File: src/rtl/pxs_pkg.sv
package pxs_pkg;
    typedef enum logic [1:0] {
        ST_IDLE,
        ST_SHOW,
        ST_PAD
    } pxs_state_t;

    typedef enum logic [1:0] {
        OP_CLEAR,
        OP_LOAD,
        OP_SHIFT
    } pxs_op_t;
endpackage

File: src/rtl/pxs_dot_timer.sv
module pxs_dot_timer #(
    parameter int CNT_W = 4
) (
    input  logic             clk,
    input  logic             rst_n,
    input  logic             run,
    input  logic [CNT_W-1:0] reload,
    output logic             load
);
    logic [CNT_W-1:0] cnt;

    assign load = run && (cnt == '0);

    always_ff @(posedge clk or negedge rst_n) begin
        if (!rst_n)              cnt <= '0;
        else if (!run)           cnt <= '0;
        else if (cnt == '0)      cnt <= reload;
        else                     cnt <= cnt - 1'b1;
    end

    assert_reload_R4: assert property (@(posedge clk) disable iff (!rst_n)
        load |=> (cnt == $past(reload)));
    assert_count_down_R4: assert property (@(posedge clk) disable iff (!rst_n)
        (run && cnt != '0) |=> (cnt == CNT_W'($past(cnt) - 1'b1)));
endmodule

File: src/rtl/pxs_vis_timer.sv
module pxs_vis_timer #(
    parameter int CNT_W  = 4,
    parameter int FONT_W = 8
) (
    input  logic             clk,
    input  logic             rst_n,
    input  logic             run,
    input  logic             load,
    input  logic [CNT_W-1:0] width,
    output logic             expired
);
    localparam logic [CNT_W-1:0] MAX_VIS = CNT_W'(FONT_W - 1);

    logic [CNT_W-1:0] cnt;
    logic [CNT_W-1:0] width_lim;

    always_comb begin
        if (width > MAX_VIS) width_lim = MAX_VIS;
        else                 width_lim = width;
    end

    assign expired = (cnt == '0);

    always_ff @(posedge clk or negedge rst_n) begin
        if (!rst_n)           cnt <= '0;
        else if (!run)        cnt <= '0;
        else if (load)        cnt <= width_lim;
        else if (cnt != '0)   cnt <= cnt - 1'b1;
    end

    assert_width_max_R5: assert property (@(posedge clk) disable iff (!rst_n)
        cnt <= MAX_VIS);
    assert_width_load_R3: assert property (@(posedge clk) disable iff (!rst_n)
        (run && load && $past(1'b1) && width <= MAX_VIS) |=> (cnt == $past(width)));
endmodule

File: src/rtl/pxs_shifter.sv
module pxs_shifter
    import pxs_pkg::*;
#(
    parameter int FONT_W = 8
) (
    input  logic              clk,
    input  logic              rst_n,
    input  pxs_op_t           op,
    input  logic [FONT_W-1:0] din,
    output logic              msb
);
    logic [FONT_W-1:0] sreg;

    always_ff @(posedge clk or negedge rst_n) begin
        if (!rst_n) begin
            sreg <= '0;
        end else begin
            unique case (op)
                OP_LOAD:  sreg <= din;
                OP_SHIFT: sreg <= {sreg[FONT_W-2:0], 1'b0};
                default:  sreg <= '0;
            endcase
        end
    end

    assign msb = sreg[FONT_W-1];

    assert_load_R2: assert property (@(posedge clk) disable iff (!rst_n)
        (op == OP_LOAD) |=> (sreg == $past(din)));
    assert_msb_first_R2: assert property (@(posedge clk) disable iff (!rst_n)
        (op == OP_SHIFT) |=> (msb == $past(sreg[FONT_W-2])));
    assert_clear_R3: assert property (@(posedge clk) disable iff (!rst_n)
        (op == OP_CLEAR) |=> (sreg == '0));
endmodule

File: src/rtl/pxs_fine_scroller.sv
module pxs_fine_scroller
    import pxs_pkg::*;
#(
    parameter int FONT_W = 8,
    parameter int CNT_W  = 4,
    parameter int PTR_W  = 7
) (
    input  logic              clk,
    input  logic              rst_n,
    input  logic              hde,
    input  logic [CNT_W-1:0]  fine_scroll,
    input  logic [CNT_W-1:0]  cell_dots,
    input  logic [FONT_W-1:0] font_byte,
    output logic [PTR_W-1:0]  rd_ptr,
    output logic              rd_adv,
    output logic              pix
);
    pxs_state_t state, state_nx;
    pxs_op_t    op;
    logic       load;
    logic       expired;
    logic       msb;

    pxs_dot_timer #(.CNT_W(CNT_W)) u_dot (
        .clk(clk), .rst_n(rst_n), .run(hde),
        .reload(fine_scroll), .load(load)
    );

    pxs_vis_timer #(.CNT_W(CNT_W), .FONT_W(FONT_W)) u_vis (
        .clk(clk), .rst_n(rst_n), .run(hde), .load(load),
        .width(cell_dots), .expired(expired)
    );

    pxs_shifter #(.FONT_W(FONT_W)) u_sh (
        .clk(clk), .rst_n(rst_n), .op(op), .din(font_byte), .msb(msb)
    );

    // next-state logic
    always_comb begin
        state_nx = state;
        if (!hde) begin
            state_nx = ST_IDLE;
        end else if (load) begin
            state_nx = ST_SHOW;
        end else begin
            unique case (state)
                ST_IDLE: state_nx = ST_IDLE;
                ST_SHOW: if (expired) state_nx = ST_PAD;
                ST_PAD:  state_nx = ST_PAD;
                default: state_nx = ST_IDLE;
            endcase
        end
    end

    always_ff @(posedge clk or negedge rst_n) begin
        if (!rst_n) state <= ST_IDLE;
        else        state <= state_nx;
    end

    // output logic
    always_comb begin
        op = OP_CLEAR;
        if (hde) begin
            if (load) begin
                op = OP_LOAD;
            end else begin
                unique case (state)
                    ST_SHOW: op = expired ? OP_CLEAR : OP_SHIFT;
                    default: op = OP_CLEAR;
                endcase
            end
        end
    end

    always_ff @(posedge clk or negedge rst_n) begin
        if (!rst_n)    rd_ptr <= '0;
        else if (!hde) rd_ptr <= '0;
        else if (load) rd_ptr <= rd_ptr + 1'b1;
    end

    assign rd_adv = load;
    assign pix    = msb & hde;

    assert_blank_gate_R7: assert property (@(posedge clk) disable iff (!rst_n)
        !hde |-> !pix);
    assert_ptr_step_R6: assert property (@(posedge clk) disable iff (!rst_n)
        (rd_adv && hde) |=> (rd_ptr == PTR_W'($past(rd_ptr) + 1'b1)));
    assert_ptr_clear_R6: assert property (@(posedge clk) disable iff (!rst_n)
        !hde |=> (rd_ptr == '0));
    assert_pad_blank_R3: assert property (@(posedge clk) disable iff (!rst_n)
        (state == ST_PAD) |-> !pix);
    assert_first_load_R8: assert property (@(posedge clk) disable iff (!rst_n)
        $rose(hde) |-> rd_adv);
endmodule

File: config.mk
export PLATFORM = sky130hd
export DESIGN_NAME = pxs_fine_scroller
export DESIGN_NICKNAME = d
export VERILOG_FILES = /design/src/rtl/pxs_pkg.sv /design/src/rtl/pxs_dot_timer.sv /design/src/rtl/pxs_vis_timer.sv /design/src/rtl/pxs_shifter.sv /design/src/rtl/pxs_fine_scroller.sv
export SDC_FILE = /design/constraint.sdc
export NUM_CORES = 1
export LEC_CHECK = 0
export ABC_AREA = 1
export CAP_MARGIN = 20
export CORE_UTILIZATION = 40
export DETAILED_ROUTE_END_ITERATION = 8
export DONT_BUFFER_PORTS = 1
export MAX_ROUTING_LAYER = met4
export PLACE_DENSITY_LB_ADDON = 0.05
export RECOVER_POWER = 50
export SYNTH_ARGS = -nofsm -noshare
export SYNTH_HDL_FRONTEND = slang
export SYNTH_HIERARCHICAL = 1
export SYNTH_SLANG_ARGS = --single-unit
File: constraint.sdc
create_clock -name clk -period 2.59 [get_ports clk]
set_clock_uncertainty 0.2 [all_clocks]
set_input_delay 0.259 -clock clk [delete_from_list [all_inputs] [get_ports clk]]
set_output_delay 0.259 -clock clk [all_outputs]
set_load 0.02 [all_outputs]
==> results.json <==
{
  "die_y_microns": 60.85,
  "wirelength_mm": 2.723,
  "netlist_area_sq_mm": 0.001385,
  "synth_most_common_cell": "nand2_1",
  "clock_insertion_delay_worst_skew_ns": 0.31,
  "netSwitchingPower_uw": 498.5,
  "worst_r2r_path_depth": 11,
  "grt_pass1_vias": 1063,
  "path_cells": "inv_1 -> ha_1 -> nand3_2 -> nor2_4 -> nand2_1 -> inv_1 -> inv_1 -> ha_1 -> inv_2 -> nand3_1 -> nand2_1",
  "total_power_uw": 1207,
  "fmax_mhz": 453.5,
  "htreeDepth": 1,
  "core-area_sq_mm": 0.003337,
  "cts_tree": "done",
  "clkSinkCount": 25,
  "worstPathRequired_ns": 2.65,
  "ctsLongestPathBuffers": 2,
  "synth-edff-count": 0,
  "reg2reg_slack_ns": 0.39,
  "irDropWorstVdd_v": 0.0003480,
  "crit_fanout": 14,
  "seq_area_frac_synth": 0.4517,
  "slew_violations": 0,
  "use_met2": 0.2732,
  "overflow": 0,
  "ys_seq_elements": 25,
  "synth_top_area_frac": 0.4517,
  "cts_root_buf": "clkbuf_4",
  "drt_pass1_iterations": 6,
  "share_clk_of_total_power": 0.143,
  "p_int_uw": 708.9,
  "portBuffers": 0,
  "maxCapViolations": 0,
  "synth-async-reset-ratio": 1.000,
  "dp_hpwl_mm": 1.938,
  "numPlacedInstances": 222,
  "synthTopCellsByCount": "nand2_1 (46), dfrtp_1 (25), inv_1 (22), nand3_1 (22), nor2_1 (17)",
  "critical_path_class": "register to register",
  "die_w_microns": 60.85,
  "holdCritPathClass": "input pin to register",
  "cp_common_cell": "inv_1",
  "relSlewSlack": 0.09865,
  "holdBufCountCts": 19,
  "slowest_stage": "dfrtp_1",
  "sw_frac_of_total": 0.4129,
  "drc": 0,
  "synthesis.yosys.warnings": 6,
  "r2r-start": "u_dot/cnt[0]$_DFF_PN0_",
  "drive_above_1_share": 0.1055,
  "instances_no_fill": 245,
  "rsz0062_at_grt": "false",
  "routedWlPerCell_microns": 11.11,
  "synth_fp_nets": 204,
  "grt_max_degree": 26,
  "io_pins": 28,
  "worst_setup_path_start_kind": "register",
  "fill_cells": 345,
  "grt_use_met3": 0.03838,
  "hold_viol": 0,
  "leakagePower_uw": 0.0008480,
  "end_kind": "register",
  "grt_pass1_wl_mm": 4.491,
  "postSynthCellCount": 177,
  "cts_buffers": 3,
  "avgSynthCellArea_sq_um": 7.825,
  "critPathLaunch": "u_dot/cnt[0]$_DFF_PN0_",
  "drt_iter0_markers": 56,
  "synthTopCellsByArea": "dfrtp_1 (45%), nand2_1 (12%), nand3_1 (7.9%)",
  "clk_pin_slew_worst_paths_ns": 0.13,
  "critical_path.endpoint": "u_sh/sreg[3]$_DFF_PN0_",
  "via_per_inst": 4.624,
  "dieArea_sq_mm": 0.003702,
  "setup_violations": 0,
  "synth-main-ff-cell": "dfrtp_1",
  "pwr-share-seq": 0.426,
  "period_share": 0.8513,
  "row_count": 21,
  "post_cts_resized": 0,
  "power_density_mw_per_mm2": 735.5,
  "combPwrFrac": 0.431,
  "antennaDiodeCount": 0,
  "outcome": "finished clean",
  "antenna_left": 0,
  "tightest_slew_ns": 1.352,
  "arrival_ns": 2.26,
  "grt_usage": 0.1699,
  "area_delta_synth_final_pct": 18.52,
  "synth_largest_area_cell": "dfrtp_1",
  "met1_usage": 0.2061,
  "period_needed_ns": 2.205,
  "initial_core_util": 0.4151,
  "post_cts.repair.setup_buffers": 0,
  "gr-max-usage-layer": "met2",
  "antenna_found_initial": 0,
  "dr_total_vias": 1133,
  "setup_tns_ns": 0,
  "synthDistinctLibCells": 20,
  "reg2reg_to": "u_sh/sreg[3]$_DFF_PN0_",
  "gp_congestion": 0.8397,
  "critPathMaxStageDelay_ns": 0.40,
  "nNetsFinal": 227
}
layer usage:
layer  wire length [microns]  up-vias  share of wire
li1                        -      596              -
met1                    1341      512           0.49
met2                    1221       21           0.45
met3                     126        4          0.046
met4                      34        0          0.012
met5                       0        -              0
how the worst min path moves through the flow:
stage / from / end / slack [ns] / cells after the start
final: hde / state[0]$_DFFE_PN0P_ / 0.06 / 4
after global routing: hde / state[0]$_DFFE_PN0P_ / 0.06 / 4
after floorplan: rst_n / rd_ptr[0]$_DFFE_PN0P_ / -0.24 / 0
after detailed placement: rst_n / u_dot/cnt[2]$_DFF_PN0_ / -0.24 / 0
after global placement: rst_n / u_dot/cnt[1]$_DFF_PN0_ / -0.24 / 0
after CTS: hde / state[0]$_DFFE_PN0P_ / 0.05 / 4
stage by stage:
stage          worst slack [ns]  hold WS [ns]  area (sq um)    util
6_report                 0.3851       0.05834          1642  0.4919
5_1_grt                  0.1820       0.05521          1642  0.4919
4_1_cts                  0.3879       0.05262          1658  0.4968
3_5_place_dp             0.4559       -0.2360          1431  0.4289
3_3_place_gp             0.5194       -0.2361          1431  0.4289
2_1_floorplan            0.3507       -0.2366          1385       -
sequential cells by signal (all words and copies together), names as in the netlist:
| signal | cells |
|---|---|
| u_dot/cnt | 4 |
| u_vis/cnt | 4 |
| rd_ptr | 7 |
| state | 2 |
| u_sh/sreg | 8 |
cell usage in the layout, fill, tap and decap left out, drive strengths merged, types with 5 or more instances in the layout:
master,synthesis,layout
a21oi,7,7
nor2,22,22
clkbuf,0,5
nand3,23,23
nand2,51,51
dfrtp,25,25
ha,8,8
dlygate4sd3,0,18
o21ai,5,5
inv,28,28
power by group through the flow:
| stage | Clock, uW | Sequential [uW] | Combinational (uW) |
|---|---|---|---|
| after floorplan | 0 | 512 | 418 |
| after global placement | 0 | 522 | 488 |
| after detailed placement | 0 | 524 | 492 |
| after CTS | 183 | 515 | 531 |
| after global routing | 201 | 525 | 611 |
| final | 172 | 514 | 521 |
cell families (layout without fill, tap and decap cells):
group | count (synthesis) | in the layout | share of synthesized area
AO/OA/AOI/OAI | 13 | 13 | 0.04968
adder cells (fa/ha/maj) | 8 | 8 | 0.07227
buffers and inverters | 30 | 52 | 0.08943
flip-flops | 25 | 25 | 0.4517
AND/OR/NAND/NOR | 101 | 101 | 0.3369
critical path: cells and delay by family (launching register included):
family / cells / cell delay (ns)
AND/OR/NAND/NOR: 5 / 0.53
buffers and inverters: 4 / 0.49
flip-flops: 1 / 0.40
adder cells (fa/ha/maj): 2 / 0.52
layout make-up:
class	instances	area (sq um)	share of cell area
Sequential cell	25	625.6	0.3811
Tap cell	46	57.56	0.03506
Inverter	28	105.1	0.06402
Multi-Input combinational cell	122	635.6	0.3872
Clock buffer	4	26.28	0.01601
Timing Repair Buffer	20	191.4	0.1166
Note: power is estimated with default switching activity, not from simulation.
